`config.mk`:
```
export PLATFORM = sky130hd
export DESIGN_NAME = bitcount_seq
export DESIGN_NICKNAME = d
export VERILOG_FILES = /design/src/rtl/bco_pkg.sv /design/src/rtl/bco_ctrl.sv /design/src/rtl/bco_datapath.sv /design/src/rtl/bitcount_seq.sv
export SDC_FILE = /design/constraint.sdc
export NUM_CORES = 1
export LEC_CHECK = 0
export ABC_AREA = 0
export BUFFER_PORTS_ARGS = -buffer_cell sky130_fd_sc_hd__buf_2
export CAP_MARGIN = 10
export CORE_UTILIZATION = 45
export DETAILED_ROUTE_END_ITERATION = 6
export PLACE_DENSITY = 0.71
export SLEW_MARGIN = 20
export SYNTH_ARGS = -nofsm -noshare
export SYNTH_HDL_FRONTEND = slang
export SYNTH_SLANG_ARGS = --single-unit
```
`constraint.sdc`:
```
create_clock -name clk -period 2.05 [get_ports clk]
set_input_delay 0.205 -clock clk [delete_from_list [all_inputs] [get_ports clk]]
set_output_delay 0.205 -clock clk [all_outputs]
set_load 0.1 [all_outputs]
```
`src/rtl/bco_pkg.sv`:
```
package bco_pkg;
  typedef enum logic [1:0] {
    ST_WAIT  = 2'b00,
    ST_TALLY = 2'b01,
    ST_SHIFT = 2'b10,
    ST_TEST  = 2'b11
  } bco_state_t;
endpackage

```
`src/rtl/bco_ctrl.sv`:
```
module bco_ctrl
  import bco_pkg::*;
(
  input  logic clk,
  input  logic rst,
  input  logic start,
  input  logic zero,
  input  logic e_bit,
  output logic load,
  output logic inc,
  output logic shift,
  output logic idle
);
  bco_state_t st, st_nxt;

  always_comb begin
    st_nxt = st;
    case (st)
      ST_WAIT:  if (start) st_nxt = ST_TALLY;
      ST_TALLY: st_nxt = zero ? ST_WAIT : ST_SHIFT;
      ST_SHIFT: st_nxt = ST_TEST;
      ST_TEST:  st_nxt = e_bit ? ST_TALLY : ST_SHIFT;
      default:  st_nxt = ST_WAIT;
    endcase
  end

  always_ff @(posedge clk) begin
    if (rst) begin
      st   <= ST_WAIT;
      idle <= 1'b1;
    end else begin
      st   <= st_nxt;
      idle <= (st_nxt == ST_WAIT);
    end
  end

  assign load  = (st == ST_WAIT) && start;
  assign inc   = (st == ST_TALLY);
  assign shift = (st == ST_SHIFT);
endmodule

```
`src/rtl/bco_datapath.sv`:
```
module bco_datapath #(
  parameter int W  = 8,
  parameter int CW = $clog2(W + 1)
) (
  input  logic          clk,
  input  logic          rst,
  input  logic          load,
  input  logic          inc,
  input  logic          shift,
  input  logic [W-1:0]  din,
  output logic          zero,
  output logic          e_bit,
  output logic [CW-1:0] tally
);
  logic [W-1:0] work;

  always_ff @(posedge clk) begin
    if (rst) begin
      work  <= '0;
      e_bit <= 1'b0;
      tally <= '0;
    end else begin
      if (load) begin
        work  <= din;
        tally <= '1;
      end else begin
        if (shift) begin
          work  <= {work[W-2:0], 1'b0};
          e_bit <= work[W-1];
        end
        if (inc) tally <= tally + 1'b1;
      end
    end
  end

  assign zero = (work == '0);
endmodule

```
`src/rtl/bitcount_seq.sv`:
```
module bitcount_seq #(
  parameter int W  = 8,
  parameter int CW = $clog2(W + 1)
) (
  input  logic          clk,
  input  logic          rst,
  input  logic          start,
  input  logic [W-1:0]  data_in,
  output logic [CW-1:0] count_out,
  output logic          idle
);
  logic load, inc, shift, zero, e_bit;

  bco_ctrl u_ctrl (
    .clk(clk), .rst(rst), .start(start), .zero(zero), .e_bit(e_bit),
    .load(load), .inc(inc), .shift(shift), .idle(idle)
  );

  bco_datapath #(.W(W), .CW(CW)) u_dp (
    .clk(clk), .rst(rst), .load(load), .inc(inc), .shift(shift),
    .din(data_in), .zero(zero), .e_bit(e_bit), .tally(count_out)
  );
endmodule

```
**After elaboration in Yosys (flattened, before gate mapping)**

Index checks and enable logic that the tools add are counted.

- Register bits after elaboration: 16
- Bits of input ports: 11
- Word-level logic and storage cells: 25
- Output and inout bits: 5

- Equal/unequal tests: 3
- Multiplexer cells: 8
- Bitwise logic cells: 1
- $add $sub $neg: 1
- Reductions and logical operators: 7

Operators with widths:

| cell | count |
|---|---|
| two-way mux 8 bit | 2 |
| logical NOT 8 bit | 1 |
| two-way mux 4 bit | 2 |
| one-hot mux 2 bit (4 select lines) | 1 |
| two-way mux 2 bit | 3 |
| adder 4 x 1 -> 4 bit, second input constant | 1 |
| equality test 2 bit, second input constant | 2 |
| logical NOT 2 bit | 2 |
| nonzero test 2 bit | 2 |
| equality test 2 x 1 -> 1 bit, second input constant | 1 |
| AND reduction 2 bit | 1 |
| logical AND 1 bit | 1 |
| inverter 1 bit | 1 |

**Depth between registers and ports, before layout**

Gate-level depths: netlist (run 1).

- Word-level depth: 4
- Mapped depth: 5
- Gate-level depth less buffers: 4

**Cells and area by module**

From an unflattened synthesis (run 1), not the netlist that was laid out.

- Cell total of the unflattened synthesis: 82
- Area total of the unflattened synthesis: 732.0 um^2

Modules (own cells, without submodules):

| module | instances | seq. area each (um^2) | cells an instance | area each (um^2) |
|---|---|---|---|---|
| bco_datapath | 1 | 260.2 | 66 | 588.1 |
| bco_ctrl | 1 | 60.1 | 16 | 143.9 |

**Worst setup path after synthesis (run 1)**

No wires, ideal clock.

- Path kind: reg-to-reg
- From: reg u_dp.tally[0]
- To: reg u_dp.tally[3]
- Period minus slack after synthesis: 1.687 ns
- Buffers on the path: 0
- Setup slack: 0.363 ns
- Setup time: 0.092 ns
- Cell stages (with the launch flop): 4
- Data required time: 1.958 ns
- Data arrival time: 1.595 ns
- Path through: dfxtp_1 -> nand3_1 -> nor3b_1 -> nor4_1

- Longest elaborated chain between the ends: 3

RTL lines:

| item | RTL line | text |
|---|---|---|
| start, declared | bco_datapath.sv:13 | `output logic [CW-1:0] tally` |
| start signal, assigned | bco_datapath.sv:31 | `if (inc) tally <= tally + 1'b1;` |
| adder 4 x 1 -> 4 bit | bco_datapath.sv:31 |  |
| two-way mux 4 bit | bco_datapath.sv:31 |  |
| two-way mux 4 bit | bco_datapath.sv:23 | `if (load) begin` |

Every way passes these cells. The select of a mux whose other input is x is not followed.
A chain may end at the register's enable or synchronous reset.

**Worst setup path in the final report (run 1)**

- From: reg u_dp.tally[0]
- To: out count_out[0]

RTL lines:

| item | RTL line | text |
|---|---|---|
| end, declared | bitcount_seq.sv:9 | `output logic [CW-1:0] count_out,` |

No word-level cell between the ends.

==> reports/summary.txt, run 1 <==
reg-to-reg startpoint = u_ctrl.st[1]$_SDFF_PP0_
# port buffers = 15
Required @ worst endpoint = 1.85 ns
Bufs and invs on worst path = 1
drt initial violations = 7
RSZ-0062 raised after global routing = no
Core Util, Final = 54.93%
Post-DP Area = 800.8 µm²
Rel. slew slack = 68.00%
R2R Path End = u_dp.work[7]$_SDFFE_PP0P_
Initial Util = 48.36%
number of synthesized flops with an enable pin = 0
Storage cell area = 320.3 µm²
Post-CTS Setup Inserts = 0
asr flop ratio synth = 0%
slowest cell delay on critical path = 0.46 ns
vias in the first global route = 547
Pwr Total = 0.8478 mW
layout cells sized above 1 = 27.27%
GRT Overall Usage = 19.15%
initial antenna violation count = 0
r2r setup slk = 0.78 ns
post-place setup slack = 0.7697 ns
area occupied by multi-input gates = 374.1 µm²
Design Area, Final = 837.1 µm²
crit path from = u_dp.tally[0]$_SDFFE_PP0P_
Die Ht = 42.47 µm
syn nets = 97
pin slew with the least headroom to its limit = 0.4833 ns
DRC viols = 0
crit-path leading delay family = buffers and inverters
outcome = finished, final reports clean
worst-case reg-to-reg path depth = 3
Cell Rows = 14
critical path endpoint = count_out[0]
Crit path depth = 1
layout overhead on the synthesized area = 13.58%
Max Clock Freq = 731.9 MHz
Vias = 637
Fill cells = 135
drt via density = 5.539
Root Buffer = clkbuf_4
Longest Clk Path Bufs = 2
Final Hold Fails = 0
critical path class = reg2out
CTS sink count = 16
Final WS setup = 0.6837 ns
Static Leak = 0.3340 nW
Syn Std Cell Area = 737.0 µm²
Routed Antenna Nets = 0
Placeable Area = 1524 µm²
clock latency on the worst-skew pair = 0.30 ns
cell count after synthesis = 85
die footprint = 1804 µm²
final setup TNS = 0 ns
WL met2 = 627 µm
Num CTS Buffers = 3
Distinct cells, synth = 27
Final Critical Period = 1.366 ns
routability cong. = 0.7555
Hold Path Class = in2reg
Routed met1 length = 743 µm
worst-path cell chain = buf_2
Worst EP arrival = 1.16 ns
Peak supply drop = 0.0005471 V
# resized after CTS = 0
die width = 42.47 µm
yosys warns = 0
syn_area_per_cell = 8.670 µm²
Wirelength per Cell = 12.84 µm
pin count of the biggest net entering global routing = 17
Detailed Route WL = 1477 µm
Setup Viol. Count Final = 0
DP HPWL = 996.6 µm
TritonCTS clock tree = yes
PD cells = 1013 nW/µm²
critical path fanouts, max = 5
Fin Clk Skew = 0.004843 ns
Max Used Layer = met4
CP max-delay cell = buf_2
H-tree levels = 1
nets = 112
post-cts hold buffer count = 0
register bit total from synthesis = 16
Top FF cell, synth = dfxtp_1
crit path capture type = primary output
CP Launch Type = flop
max-slew violation total from the final report = 0
first-pass GRT wire length = 2546 µm
met3 wire len = 64 µm
Pre-antenna DRT Iters = 4
Max Cap Viol = 0
total congestion overflow = 0
I/O pins = 16
Tcrit/Tclk final = 66.65%
Seq/Total Area, Yosys = 43.46%
ANT cells = 0
Clock transition at path regs = 0.09 ns
state kept, by name (all words and copies together), names as in the netlist:
name and count:
u_dp.tally 4, u_ctrl.st 2, u_ctrl.idle 1, u_dp.e_bit 1, u_dp.work 8
report_power, final:
part / switching, mW / internal, mW
registers: 0.0403 / 0.349
clock network: 0.104 / 0.108
logic: 0.168 / 0.0783
total: 0.312 / 0.535
final cells by class:
type / instances / area share (%)
well taps: 16 / 2.392
clock buffers: 4 / 4.335
repair buffers: 15 / 8.969
multi-input cells: 61 / 44.69
inverters: 3 / 1.345
flip-flops and latches: 16 / 38.27
per-layer routing:
layer | GRT usage [%] | vias to the layer above
met1 | 24.47 | 282
met5 | 0 | -
li1 | - | 337
met3 | 6.897 | 5
met2 | 27.38 | 13
met4 | 11.25 | 0
worst min-delay path, cell delays in order:
cell and delay (ns):
buf_2 0.10, nand4_1 0.06, a21oi_1 0.05
kinds of logic (layout without fill, tap and decap cells):
kind of cell / Yosys count / after routing / share of synthesized area (%)
buffers and inverters: 8 / 22 / 5.772
AND/OR/NAND/NOR: 33 / 33 / 24.96
flip-flops: 16 / 16 / 43.46
AO/OA/AOI/OAI: 27 / 27 / 24.11
adder cells (fa/ha/maj): 1 / 1 / 1.698
cell usage after synthesis, types with 2 or more instances:
| master | instances | area [µm²] |
|---|---|---|
| o21ba_2 | 2 | 20.02 |
| nor3_1 | 2 | 10.01 |
| inv_1 | 2 | 7.510 |
| o21ai_0 | 6 | 30.03 |
| nand2_1 | 3 | 11.26 |
| nand2b_1 | 2 | 12.51 |
| clkbuf_1 | 2 | 7.510 |
| dfxtp_1 | 16 | 320.3 |
| nand3_1 | 2 | 10.01 |
| or3b_2 | 4 | 35.03 |
| or4_4 | 2 | 22.52 |
| a21oi_1 | 4 | 20.02 |
| nor2_1 | 13 | 48.80 |
| a211oi_1 | 10 | 75.07 |
| o22ai_1 | 3 | 18.77 |
per-stage QoR:
| stage | hold WS, ns | instances |
|---|---|---|
| final | 0.1510 | 115 |
| after global routing | 0.1621 | 115 |
| after CTS | 0.1462 | 115 |
| after detailed placement | 0.4694 | 111 |
| after global placement | 0.4691 | 111 |
| after floorplan | 0.3550 | 85 |
placed cells by master, fill, tap and decap left out, drive strengths merged:
cell type	n
buf	15
clkinv	1
nor3b	1
or4	2
o21ba	2
a211oi	10
nor4	1
or3b	4
clkbuf	4
o21ai	7
dfxtp	16
nor2	13
nand4	1
nor3	2
nand3b	1
a21oi	4
ha	1
o22ai	3
nand3	2
nor2b	1
nand2	3
a211o	1
inv	2
nand2b	2
worst min path at each step:
stage	depth (start not counted)	slack [ns]	end	startpoint
global route	3	0.16	u_dp.work[0]$_SDFFE_PP0P_	data_in[0]
detailed placement	3	0.47	u_dp.work[0]$_SDFFE_PP0P_	data_in[0]
floorplan	2	0.35	u_dp.work[0]$_SDFFE_PP0P_	data_in[0]
CTS	3	0.15	u_dp.work[0]$_SDFFE_PP0P_	data_in[0]
finish	3	0.15	u_dp.work[0]$_SDFFE_PP0P_	data_in[0]
global placement	3	0.47	u_dp.work[0]$_SDFFE_PP0P_	data_in[0]
No activity file was read; power rests on OpenSTA's default activity.
==> run 2, diff against run 1 <==
- ABC_AREA: 0 -> 1
- PLACE_DENSITY: 0.71 -> 0.72
- clock period: 2.05 -> 1.3 ns (I/O delays scaled with it)
==> run 2 against run 1 <==
Clock skew fell by 0.0013 ns. Critical path type unchanged. Register-to-register slack worse by 0.58 ns. Core utilization up 5.3 points. First-iteration DRC count is 71% higher. Via count up 3.9%. Cell count is 15% higher.
==> reports/summary.txt, run 2 <==
Placeable Area = 1366 µm² (was 1524 µm²)
RSZ-0062 raised after global routing = no (unchanged)
pin count of the biggest net entering global routing = 13 (was 17)
GRT Overall Usage = 19.71% (was 19.15%)
hold path depth = 3 (unchanged)
Distinct cells, synth = 16 (was 27)
Peak supply drop = 0.0009204 V (was 0.0005471 V)
WHS Endpoint = u_dp.work[0]$_SDFFE_PP0P_ (unchanged)
Cell Rows = 13 (was 14)
Fin Clk Skew = 0.003498 ns (was 0.004843 ns)
largest area contributor in the netlist = dfxtp_1 (unchanged)
Seq/Total Area, Yosys = 46.29% (was 43.46%)
Bufs and invs on worst path = 1 (unchanged)
Die Ht = 41.21 µm (was 42.47 µm)
clock share of power = 16.7% (was 25.1%)
ANT cells = 0 (unchanged)
post-cts hold buffer count = 0 (unchanged)
layout cells sized above 1 = 24.79% (was 27.27%)
NetSw = 0.9597 mW (was 0.3125 mW)
layout overhead on the synthesized area = 18.99% (was 13.58%)
syn nets = 111 (was 97)
worst-case reg-to-reg path depth = 5 (was 3)
CTS sink count = 16 (unchanged)
Num CTS Buffers = 3 (unchanged)
crit path capture type = primary output (unchanged)
outcome = finished, final reports clean (unchanged)
commonest non-fill, non-tap cell in the layout = nand2_1 (was dfxtp_1)
yosys warns = 0 (unchanged)
die footprint = 1698 µm² (was 1804 µm²)
total congestion overflow = 0 (unchanged)
Setup Viol. Count Final = 0 (unchanged)
R2R Path End = u_ctrl.idle$_SDFF_PP1_ (was u_dp.work[7]$_SDFFE_PP0P_)
number of synthesized flops with an enable pin = 0 (unchanged)
slowest cell delay on critical path = 0.43 ns (was 0.46 ns)
Initial Util = 50.64% (was 48.36%)
top cell type's share of synthesized area = 46.29% (was 43.46%)
hold_sp = data_in[0] (unchanged)
Flop pwr share = 37.9% (was 45.9%)
vias in the first global route = 489 (was 547)
pin slew with the least headroom to its limit = 0.4864 ns (was 0.4833 ns)
final setup TNS = 0 ns (unchanged)
Detailed Route WL = 1386 µm (was 1477 µm)
DRC viols = 0 (unchanged)
cell count after synthesis = 99 (was 85)
commonest cells after routing, fill and taps aside = 35 x nand2_1, 15 x buf_2, 13 x nor2_1 (was 16 x dfxtp_1, 15 x buf_2, 13 x nor2_1)
TritonCTS clock tree = yes (unchanged)
Rel. slew slack = 67.80% (was 68.00%)
Net Sw Frac = 48.86% (was 36.86%)
Pwr Total = 1.964 mW (was 0.8478 mW)
CP Launch Type = flop (unchanged)
worst-path cell chain = buf_2 (unchanged)
critical path fanouts, max = 5 (unchanged)
nets = 130 (was 112)
Static Leak = 0.3874 nW (was 0.3340 nW)
drt via density = 5.015 (was 5.539)
# resized after CTS = 0 (unchanged)
critical path class = reg2out (unchanged)
Vias = 662 (was 637)
Root Buffer = clkbuf_4 (unchanged)
clock latency on the worst-skew pair = 0.28 ns (was 0.30 ns)
commonest cells in the netlist = 35 x nand2_1, 16 x dfxtp_1, 13 x nor2_1 (was 16 x dfxtp_1, 13 x nor2_1, 10 x a211oi_1)
reg-to-reg startpoint = u_ctrl.st[1]$_SDFF_PP0_ (unchanged)
routability cong. = 0.7317 (was 0.7555)
P_int = 1.005 mW (was 0.5353 mW)
CP max-delay cell = buf_2 (unchanged)
Post-CTS Setup Inserts = 0 (unchanged)
asr flop ratio synth = 0% (unchanged)
Max Cap Viol = 0 (unchanged)
PD cells = 2386 nW/µm² (was 1013 nW/µm²)
Max Clock Freq = 823.6 MHz
# port buffers = 15 (unchanged)
drt initial violations = 12 (was 7)
Fill cells = 142 (was 135)
crit-path leading delay family = buffers and inverters (unchanged)
Wirelength per Cell = 10.50 µm (was 12.84 µm)
Gate power share = 45.4% (was 29.0%)
Final Hold Fails = 0 (unchanged)
Hold Path Class = in2reg (unchanged)
max-slew violation total from the final report = 0 (unchanged)
Tcrit/Tclk final = 93.40%
Final Critical Period = 1.214 ns
Longest Clk Path Bufs = 2 (unchanged)
first-pass GRT wire length = 2063 µm (was 2546 µm)
I/O pins = 16 (unchanged)
Syn Std Cell Area = 691.9 µm² (was 737.0 µm²)
largest registers = u_dp.work (8), u_dp.tally (4), u_ctrl.st (2) (unchanged)
Pre-antenna DRT Iters = 4 (unchanged)
register bit total from synthesis = 16 (unchanged)
synth top area cells = dfxtp_1 46%, nand2_1 19%, nor2_1 7.1% (was dfxtp_1 43%, a211oi_1 10%, nor2_1 6.6%)
initial antenna violation count = 0 (unchanged)
Routed Antenna Nets = 0 (unchanged)
DP HPWL = 1007 µm (was 996.6 µm)
H-tree levels = 1 (unchanged)
count leader, synth = nand2_1 (was dfxtp_1)
Worst EP arrival = 1.08 ns (was 1.16 ns)
syn_area_per_cell = 6.989 µm² (was 8.670 µm²)
Top FF cell, synth = dfxtp_1 (unchanged)
max reg flops = 8 (unchanged)
Required @ worst endpoint = 1.17 ns (was 1.85 ns)
die width = 41.21 µm (was 42.47 µm)
largest reg by FF count = u_dp.work (unchanged)
r2r setup slk = 0.20 ns (was 0.78 ns)
Clock transition at path regs = 0.10 ns (was 0.09 ns)
-- run 2: how the worst max path moves through the flow --
| stage | start | end | slack [ns] | cells after the start |
|---|---|---|---|---|
| floorplan | u_dp.tally[1]$_SDFFE_PP0P_ | u_dp.tally[1]$_SDFFE_PP0P_ | 0.01 | 3 |
| global placement | u_ctrl.st[1]$_SDFF_PP0_ | u_ctrl.idle$_SDFF_PP1_ | 0.25 | 5 |
| detailed placement | u_ctrl.st[1]$_SDFF_PP0_ | u_ctrl.idle$_SDFF_PP1_ | 0.22 | 5 |
| CTS | u_dp.tally[0]$_SDFFE_PP0P_ | count_out[0] | 0.07 | 1 |
| global route | u_dp.tally[0]$_SDFFE_PP0P_ | count_out[0] | 0.02 | 1 |
| finish | u_dp.tally[0]$_SDFFE_PP0P_ | count_out[0] | 0.09 | 1 |
-- run 2: metal layers --
metal / track usage [%] / part of all wire, % / vias up
met5: 0 / 0 / -
li1: - / - / 359
met2: 27.73 / 42 / 16
met4: 12.10 / 0.94 / 0
met3: 8.152 / 4.0 / 2
met1: 24.59 / 53 / 285
-- run 2: cells by family (layout without fill, tap and decap cells) --
family | count (synthesis) | after routing | synth area share, %
AO/OA/AOI/OAI | 17 | 17 | 14.10
adder cells (fa/ha/maj) | 1 | 1 | 1.808
buffers and inverters | 10 | 28 | 5.424
flip-flops | 16 | 16 | 46.29
AND/OR/NAND/NOR | 55 | 55 | 32.37
-- run 2: area by class of cell --
class                           count  area [µm²]  share of cell area, %
Timing Repair Buffer               15       75.07                  9.119
Tap cell                           15       18.77                  2.280
Clock buffer                        4       36.28                  4.407
Inverter                            9       33.78                  4.103
Multi-Input combinational cell     73       334.1                  40.58
Sequential cell                    16       325.3                  39.51
-- run 2: metrics by stage --
stage	worst slack, ns	hold WS, ns	instance area [µm²]	utilization [%]	std cells
2_1_floorplan	0.01048	0.1994	696.9	-	99
3_3_place_gp	0.2547	0.3806	787.0	57.60	128
3_5_place_dp	0.2173	0.3854	787.0	57.60	128
4_1_cts	0.06732	0.06900	823.3	60.26	132
5_1_grt	0.01984	0.06802	823.3	60.26	132
6_report	0.08585	0.08130	823.3	60.26	132
-- run 2: power groups by stage --
stage / Combinational [mW] / Clock (mW) / Sequential [mW]
4_1_cts: 0.897 / 0.344 / 0.742
3_5_place_dp: 0.896 / 0 / 0.753
2_1_floorplan: 0.361 / 0 / 1.12
3_3_place_gp: 0.886 / 0 / 0.751
6_report: 0.892 / 0.329 / 0.744
5_1_grt: 0.969 / 0.373 / 0.760
